`config.mk`:
```
export PLATFORM = sky130hd
export DESIGN_NAME = gpio_bank_regs
export DESIGN_NICKNAME = d
export VERILOG_FILES = /design/src/rtl/gpio_pkg.sv /design/src/rtl/gpio_addr_decode.sv /design/src/rtl/gpio_sync.sv /design/src/rtl/gpio_group.sv /design/src/rtl/gpio_bank_regs.sv
export SDC_FILE = /design/constraint.sdc
export NUM_CORES = 2
export LEC_CHECK = 0
export BUFFER_PORTS_ARGS = -buffer_cell sky130_fd_sc_hd__buf_2
export CAP_MARGIN = 15
export CORE_AREA = 2 2 526 528
export CTS_CLUSTER_SIZE = 24
export DETAILED_ROUTE_END_ITERATION = 8
export DIE_AREA = 0 0 528 530
export GPL_TIMING_DRIVEN = 0
export PLACE_DENSITY = 0.41
export SYNTH_ARGS = -nofsm -noshare
export SYNTH_HDL_FRONTEND = slang
export SYNTH_HIERARCHICAL = 1
export SYNTH_SLANG_ARGS = --single-unit
```
`constraint.sdc`:
```
create_clock -name clk -period 1.7 [get_ports clk]
set_input_delay 0 -clock clk [delete_from_list [all_inputs] [get_ports clk]]
set_output_delay 0 -clock clk [all_outputs]
set_load 0.1 [all_outputs]
```
`src/rtl/gpio_pkg.sv`:
```
package gpio_pkg;

    localparam int REGS_PER_GROUP = 10;
    localparam int REG_IDX_W      = $clog2(REGS_PER_GROUP);

    // word index inside one group window; the order is the address map
    typedef enum logic [REG_IDX_W-1:0] {
        RG_DIR  = 4'd0,
        RG_OUT  = 4'd1,
        RG_SET  = 4'd2,
        RG_CLR  = 4'd3,
        RG_IN   = 4'd4,
        RG_RSET = 4'd5,
        RG_RCLR = 4'd6,
        RG_FSET = 4'd7,
        RG_FCLR = 4'd8,
        RG_STAT = 4'd9
    } reg_sel_e;

endpackage

```
`src/rtl/gpio_addr_decode.sv`:
```
module gpio_addr_decode
    import gpio_pkg::*;
#(
    parameter int ADDR_W       = 8,
    parameter int NUM_GROUPS   = 5,
    parameter int GROUP_BASE   = 16,
    parameter int GROUP_STRIDE = 40
) (
    input  logic [ADDR_W-1:0]     addr,
    output logic [NUM_GROUPS-1:0] group_hit,
    output reg_sel_e              reg_sel
);

    localparam int EW = ADDR_W + 1;
    localparam logic [EW-1:0] SPAN = EW'(REGS_PER_GROUP * 4);

    logic [EW-1:0]        ext_addr;
    logic [REG_IDX_W-1:0] idx_g [NUM_GROUPS];
    logic [REG_IDX_W-1:0] idx_any;

    assign ext_addr = {1'b0, addr};

    // one window comparator per group; windows must not overlap (stride >= span)
    for (genvar g = 0; g < NUM_GROUPS; g++) begin : g_win
        localparam logic [EW-1:0] LO = EW'(GROUP_BASE + g * GROUP_STRIDE);
        logic [EW-1:0] diff;
        assign diff         = ext_addr - LO;
        assign group_hit[g] = (ext_addr >= LO) && (diff < SPAN) && (addr[1:0] == 2'b00);
        assign idx_g[g]     = group_hit[g] ? diff[2 +: REG_IDX_W] : '0;
    end

    always_comb begin
        idx_any = '0;
        for (int g = 0; g < NUM_GROUPS; g++) begin
            idx_any = idx_any | idx_g[g];
        end
        reg_sel = reg_sel_e'(idx_any);
    end

endmodule

```
`src/rtl/gpio_sync.sv`:
```
module gpio_sync #(
    parameter int W      = 160,
    parameter int STAGES = 2
) (
    input  logic         clk,
    input  logic         rst_n,
    input  logic [W-1:0] d,
    output logic [W-1:0] q
);

    logic [W-1:0] stage_q [STAGES];

    for (genvar s = 0; s < STAGES; s++) begin : g_stage
        if (s == 0) begin : g_first
            always_ff @(posedge clk or negedge rst_n) begin
                if (!rst_n) stage_q[s] <= '0;
                else        stage_q[s] <= d;
            end
        end else begin : g_next
            always_ff @(posedge clk or negedge rst_n) begin
                if (!rst_n) stage_q[s] <= '0;
                else        stage_q[s] <= stage_q[s-1];
            end
        end
    end

    assign q = stage_q[STAGES-1];

    if (STAGES == 2) begin : g_chk
        logic [1:0] settle_q;
        always_ff @(posedge clk or negedge rst_n) begin
            if (!rst_n)                 settle_q <= '0;
            else if (settle_q != 2'd2)  settle_q <= settle_q + 2'd1;
        end
        // readback lags the pad by exactly two clocks
        p_sync_lag_r7: assert property (@(posedge clk) disable iff (!rst_n)
            (settle_q == 2'd2) |-> (q == $past(d, 2)));
    end

endmodule

```
`src/rtl/gpio_group.sv`:
```
module gpio_group
    import gpio_pkg::*;
#(
    parameter int W = 32
) (
    input  logic         clk,
    input  logic         rst_n,
    input  logic         sel,
    input  logic         we,
    input  reg_sel_e     reg_sel,
    input  logic [W-1:0] wdata,
    input  logic [W-1:0] pin_sync,
    input  logic [W-1:0] edge_status,
    output logic [W-1:0] dir_q,
    output logic [W-1:0] out_q,
    output logic [W-1:0] rise_q,
    output logic [W-1:0] fall_q,
    output logic [W-1:0] rd_word,
    output logic [W-1:0] status_clear
);

    logic wr;
    assign wr = sel && we;

    always_ff @(posedge clk or negedge rst_n) begin
        if (!rst_n) begin
            dir_q  <= '1;
            out_q  <= '0;
            rise_q <= '0;
            fall_q <= '0;
        end else if (wr) begin
            case (reg_sel)
                RG_DIR:  dir_q  <= wdata;
                RG_OUT:  out_q  <= wdata;
                RG_SET:  out_q  <= out_q | wdata;
                RG_CLR:  out_q  <= out_q & ~wdata;
                RG_RSET: rise_q <= rise_q | wdata;
                RG_RCLR: rise_q <= rise_q & ~wdata;
                RG_FSET: fall_q <= fall_q | wdata;
                RG_FCLR: fall_q <= fall_q & ~wdata;
                default: ;
            endcase
        end
    end

    always_ff @(posedge clk or negedge rst_n) begin
        if (!rst_n)                         status_clear <= '0;
        else if (wr && reg_sel == RG_STAT)  status_clear <= wdata;
        else                                status_clear <= '0;
    end

    always_comb begin
        rd_word = '0;
        if (sel) begin
            unique case (reg_sel)
                RG_DIR:                 rd_word = dir_q;
                RG_OUT, RG_SET, RG_CLR: rd_word = out_q;
                RG_IN:                  rd_word = pin_sync;
                RG_RSET, RG_RCLR:       rd_word = rise_q;
                RG_FSET, RG_FCLR:       rd_word = fall_q;
                RG_STAT:                rd_word = edge_status;
                default:                rd_word = '0;
            endcase
        end
    end

    p_dir_load_r3: assert property (@(posedge clk) disable iff (!rst_n)
        (wr && reg_sel == RG_DIR) |=> (dir_q == $past(wdata)));

    p_set_strobe_r4: assert property (@(posedge clk) disable iff (!rst_n)
        (wr && reg_sel == RG_SET) |=> (out_q == ($past(out_q) | $past(wdata))));

    p_clr_strobe_r5: assert property (@(posedge clk) disable iff (!rst_n)
        (wr && reg_sel == RG_CLR) |=> (out_q == ($past(out_q) & ~$past(wdata))));

    p_rise_set_r8: assert property (@(posedge clk) disable iff (!rst_n)
        (wr && reg_sel == RG_RSET) |=> (rise_q == ($past(rise_q) | $past(wdata))));

    p_fall_clr_r8: assert property (@(posedge clk) disable iff (!rst_n)
        (wr && reg_sel == RG_FCLR) |=> (fall_q == ($past(fall_q) & ~$past(wdata))));

    p_pulse_once_r9: assert property (@(posedge clk) disable iff (!rst_n)
        !(wr && reg_sel == RG_STAT) |=> (status_clear == '0));

    p_hold_r10: assert property (@(posedge clk) disable iff (!rst_n)
        !wr |=> ($stable(dir_q) && $stable(out_q) && $stable(rise_q) && $stable(fall_q)));

endmodule

```
`src/rtl/gpio_bank_regs.sv`:
```
module gpio_bank_regs
    import gpio_pkg::*;
#(
    parameter int ADDR_W       = 8,
    parameter int NUM_GROUPS   = 5,
    parameter int GROUP_BASE   = 16,
    parameter int GROUP_STRIDE = 40,
    parameter int SYNC_STAGES  = 2,
    localparam int W           = 32,
    localparam int NPINS       = NUM_GROUPS * W
) (
    input  logic              clk,
    input  logic              rst_n,
    input  logic [ADDR_W-1:0] bus_addr,
    input  logic              bus_we,
    input  logic [W-1:0]      bus_wdata,
    output logic [W-1:0]      bus_rdata,
    input  logic [NPINS-1:0]  pad_in,
    output logic [NPINS-1:0]  pad_oe,
    output logic [NPINS-1:0]  pad_out,
    output logic [NPINS-1:0]  pin_sync,
    output logic [NPINS-1:0]  rise_en,
    output logic [NPINS-1:0]  fall_en,
    input  logic [NPINS-1:0]  edge_status,
    output logic [NPINS-1:0]  status_clear
);

    logic [NUM_GROUPS-1:0] group_hit;
    reg_sel_e              reg_sel;
    logic [W-1:0]          grp_rd [NUM_GROUPS];
    logic [W-1:0]          rd_next;

    gpio_addr_decode #(
        .ADDR_W       (ADDR_W),
        .NUM_GROUPS   (NUM_GROUPS),
        .GROUP_BASE   (GROUP_BASE),
        .GROUP_STRIDE (GROUP_STRIDE)
    ) u_dec (
        .addr      (bus_addr),
        .group_hit (group_hit),
        .reg_sel   (reg_sel)
    );

    gpio_sync #(
        .W      (NPINS),
        .STAGES (SYNC_STAGES)
    ) u_sync (
        .clk   (clk),
        .rst_n (rst_n),
        .d     (pad_in),
        .q     (pin_sync)
    );

    for (genvar g = 0; g < NUM_GROUPS; g++) begin : g_grp
        logic [W-1:0] dir_w;
        logic [W-1:0] out_w;
        logic [W-1:0] rise_w;
        logic [W-1:0] fall_w;
        logic [W-1:0] clr_w;

        gpio_group #(.W(W)) u_group (
            .clk          (clk),
            .rst_n        (rst_n),
            .sel          (group_hit[g]),
            .we           (bus_we),
            .reg_sel      (reg_sel),
            .wdata        (bus_wdata),
            .pin_sync     (pin_sync[g*W +: W]),
            .edge_status  (edge_status[g*W +: W]),
            .dir_q        (dir_w),
            .out_q        (out_w),
            .rise_q       (rise_w),
            .fall_q       (fall_w),
            .rd_word      (grp_rd[g]),
            .status_clear (clr_w)
        );

        // direction 1 = input, so the driver enable is the complement
        assign pad_oe[g*W +: W]       = ~dir_w;
        assign pad_out[g*W +: W]      = out_w;
        assign rise_en[g*W +: W]      = rise_w;
        assign fall_en[g*W +: W]      = fall_w;
        assign status_clear[g*W +: W] = clr_w;
    end

    always_comb begin
        rd_next = '0;
        for (int g = 0; g < NUM_GROUPS; g++) begin
            rd_next = rd_next | grp_rd[g];
        end
    end

    always_ff @(posedge clk or negedge rst_n) begin
        if (!rst_n) bus_rdata <= '0;
        else        bus_rdata <= rd_next;
    end

    p_window_onehot_r2: assert property (@(posedge clk) disable iff (!rst_n)
        $onehot0(group_hit));

    p_unmapped_zero_r10: assert property (@(posedge clk) disable iff (!rst_n)
        $past(group_hit == '0) |-> (bus_rdata == '0));

endmodule

```
==> qor.yml <==
worst_hold_path:
  hold_class: "in -> async"
place:
  dp_slack_ns: -4.657
  dp_hpwl_um: 259000
  gp_congestion: 0.8990
  io_buffers: 1354
clock_network:
  cts_buffers: 154
  cts_buffer_depth: 4
  tritoncts: "built"
  clk_latency_ns: 0.84
  root_buffer: "clkbuf_16"
  clk_pin_slew_ns: 0.06
  htreeDepth: 4
  clock_sinks: 1152
synth:
  syn_nets: 4526
  syn_area_per_cell_um2: 12.04
  synth.top_cell.area_share_pct: 49.67
  synth_area_mm2: 0.04998
  yosysSeqAreaShare_pct: 58.08
  synthCells: 4151
  synth_edf_count: 0
  ys.flop_type: "dfrtp_1"
  ys_warn_count: 6
  ys_top_cells_by_area: "dfrtp_1 50%, mux2_2 10%, dfstp_2 8.4%"
  ys_seq_elements: 1152
  ys_types: 56
  postSynth.asyncResetShare_pct: 100.0
  yosys.area.top_type: "dfrtp_1"
timing:
  hold_viol_final: 277
  slew_viol_final: 0
  fmax_mhz: 337.8
  period_share_pct: 174.1
  rsz0062_at_grt: "true"
  min_period_ns: 2.960
  fin_ws_ns: -1.260
  slew_headroom_pct: 11.67
  skew_ns: 0.04025
  setup-violations-final: 1594
  setup_tns_ns: -611.79
  tightest_slew_ns: 1.325
  hold-worst-slack_ns: -0.8071
cells_and_area:
  final_common_cell: "buf_2"
  layout.area.seq_mm2: 0.02903
  drive_above_1_share_pct: 49.90
  nets: 6762
  fin_util_pct: 28.54
  final_cell_mix: "1372 x buf_2, 992 x dfrtp_1, 528 x a21oi_1"
  n_fill_cell: 28760
  multiInputGateArea_mm2: 0.01970
  area_growth_pct: 56.92
routing:
  drcViolationCount: 21
  ant_nets: 0
  via_per_inst: 4.596
  drt-total-wl_um: 331800
  first_iter_violations: 4654
  num_vias: 46580
  dr.pass1.iters: 9
  routedWlPerCell_um: 32.74
die:
  die-width_um: 528
  core_area_mm2: 0.2748
  num_io_pins: 1355
  die_y_um: 530
  die-area_mm2: 0.2798
  rows: 193
  floorplan.initialDensity_pct: 18.19
power_and_ir_drop:
  p_switching_mw: 35.12
  totalPowerFinal_mw: 92.30
  peakVddDrop_v: 0.0008347
  swShare_pct: 38.05
  clockPowerShare_pct: 37.6
  p_comb_share_pct: 28.3
  pwr-share-seq_pct: 34.1
  internal_power_mw: 57.18
  power_density_mw_per_mm2: 1177
  p_leak_nw: 36.69
job:
  drv_cap: 0
grt:
  grt_use_total_pct: 22.55
  overflow: 0
  grt_max_degree: 155
  grt_pass1_vias: 47000
  grt_pass1_wl_um: 431500
  antenna_found_initial: 39
worst_setup_path:
  timing.critical_path.to_type: "flop"
  path_cells: "buf_8 -> buf_12 -> inv_8 -> ha_4 -> a41o_1 -> mux2_4 -> o2111ai_4 -> nand2_2 -> mux2_4 -> buf_12 -> xnor2_4 -> nor2_4 -> buf_12 -> clkbuf_16 -> a222oi_1 -> a21oi_2 -> nor3_4 -> nand2_1"
  cp.required_ns: 2.41
  crit_path_start_kind: "input pin"
  criticalPathCategory: "in -> reg"
  crit_fanout: 5
  slowest_stage: "a222oi_1"
  critPathMaxStageDelay_ns: 0.98
  cp.arrival_ns: 3.67
  crit_top_cell: "buf_12"
status:
  violations: "design-rule violations, negative hold slack, negative setup slack"
  status: "complete, but fails checks"
-- layer usage --
layer | global-route usage (%) | vias to the layer above | part of all wire (%)
li1 | - | 19770 | -
met1 | 25.68 | 23920 | 38
met2 | 39.49 | 2310 | 49
met3 | 5.654 | 549 | 7.3
met4 | 10.37 | 22 | 5.5
met5 | 0 | - | 0.040
-- synthesized netlist by cell type (all sizes together), types with 9 or more instances --
cell type	number
a21oi	642
a222oi	160
a22o	165
a22oi	150
a31oi	160
and2	160
buf	291
clkbuf	170
dfrtp	992
dfstp	160
ha	12
inv	177
mux2	477
nand2	68
nor2	56
nor2b	16
nor3	42
nor4	10
o21ai	171
xnor2	9
-- layout make-up --
class / instances / area share [%]
sequential: 1152 / 37.01
multi-input combinational: 2362 / 25.12
timing repair buffer: 2086 / 19.27
tap: 3607 / 5.754
clock buffer: 214 / 5.614
buffer: 454 / 5.194
clock inverter: 64 / 1.109
inverter: 177 / 0.8710
antenna: 19 / 0.06062
-- through the flow --
stage | instances | area (um^2)
after detailed placement | 9146 | 62340
after global placement | 9112 | 61540
after CTS | 10010 | 75950
after global routing | 10120 | 78390
after floorplan | 4151 | 50250
final | 10140 | 78430
-- critical path, delay by kind of cell --
kind	cells	cell delay [ns]
compound gates	4	1.44
buf+inv	6	0.67
mux	2	0.62
simple gates	4	0.54
xor+xnor	1	0.20
fa+ha+maj	1	0.16
-- timing repair --
action | in CTS | in global routing
gates resized for setup | 655 | 472
setup buffers | 118 | 81
endpoints found under the hold margin | 1142 | 163
cloned | 8 | 18
pin swaps | 167 | 143
setup endpoints to repair | 1939 | 1935
hold buffers | 468 | 6
-- cell families (layout without fill, tap and decap cells) --
family	after synthesis	count (layout)	share of synthesized area [%]
AO/OA/AOI/OAI	1464	1465	18.84
flip-flops	1152	1152	58.08
buffers and inverters	638	2995	6.771
multiplexers	478	478	10.77
AND/OR/NAND/NOR	397	397	4.992
adder cells (fa/ha/maj)	12	12	0.3004
XOR/XNOR	10	10	0.2503
other	0	19	0
-- power by group through the flow --
stage	combinational [mW]	sequential (mW)	clock, mW
floorplan	13.9	34.3	0
global placement	23.5	31.9	0
detailed placement	23.9	31.9	0
CTS	25.9	31.5	35.6
global route	26.9	31.7	36.7
finish	26.1	31.5	34.7
-- path summary, 6_finish.rpt --
check	start	endpoint	slack, ns	depth (start not counted)
max	bus_addr[6]	bus_rdata[31]	-1.26	18
min	rst_n	g_grp[0].u_group/status_clear[17]	-0.81	1
max reg2reg	flop	bus_rdata[31]	-0.66	5
min reg2reg	u_sync/stage_q[239]	u_sync/q[79]	0.34	0
max in group asynchronous	rst_n	async pin	-0.32	4
min in group clk	edge_status[81]	bus_rdata[17]	-0.02	6
No activity file was read; power rests on OpenSTA's default activity.
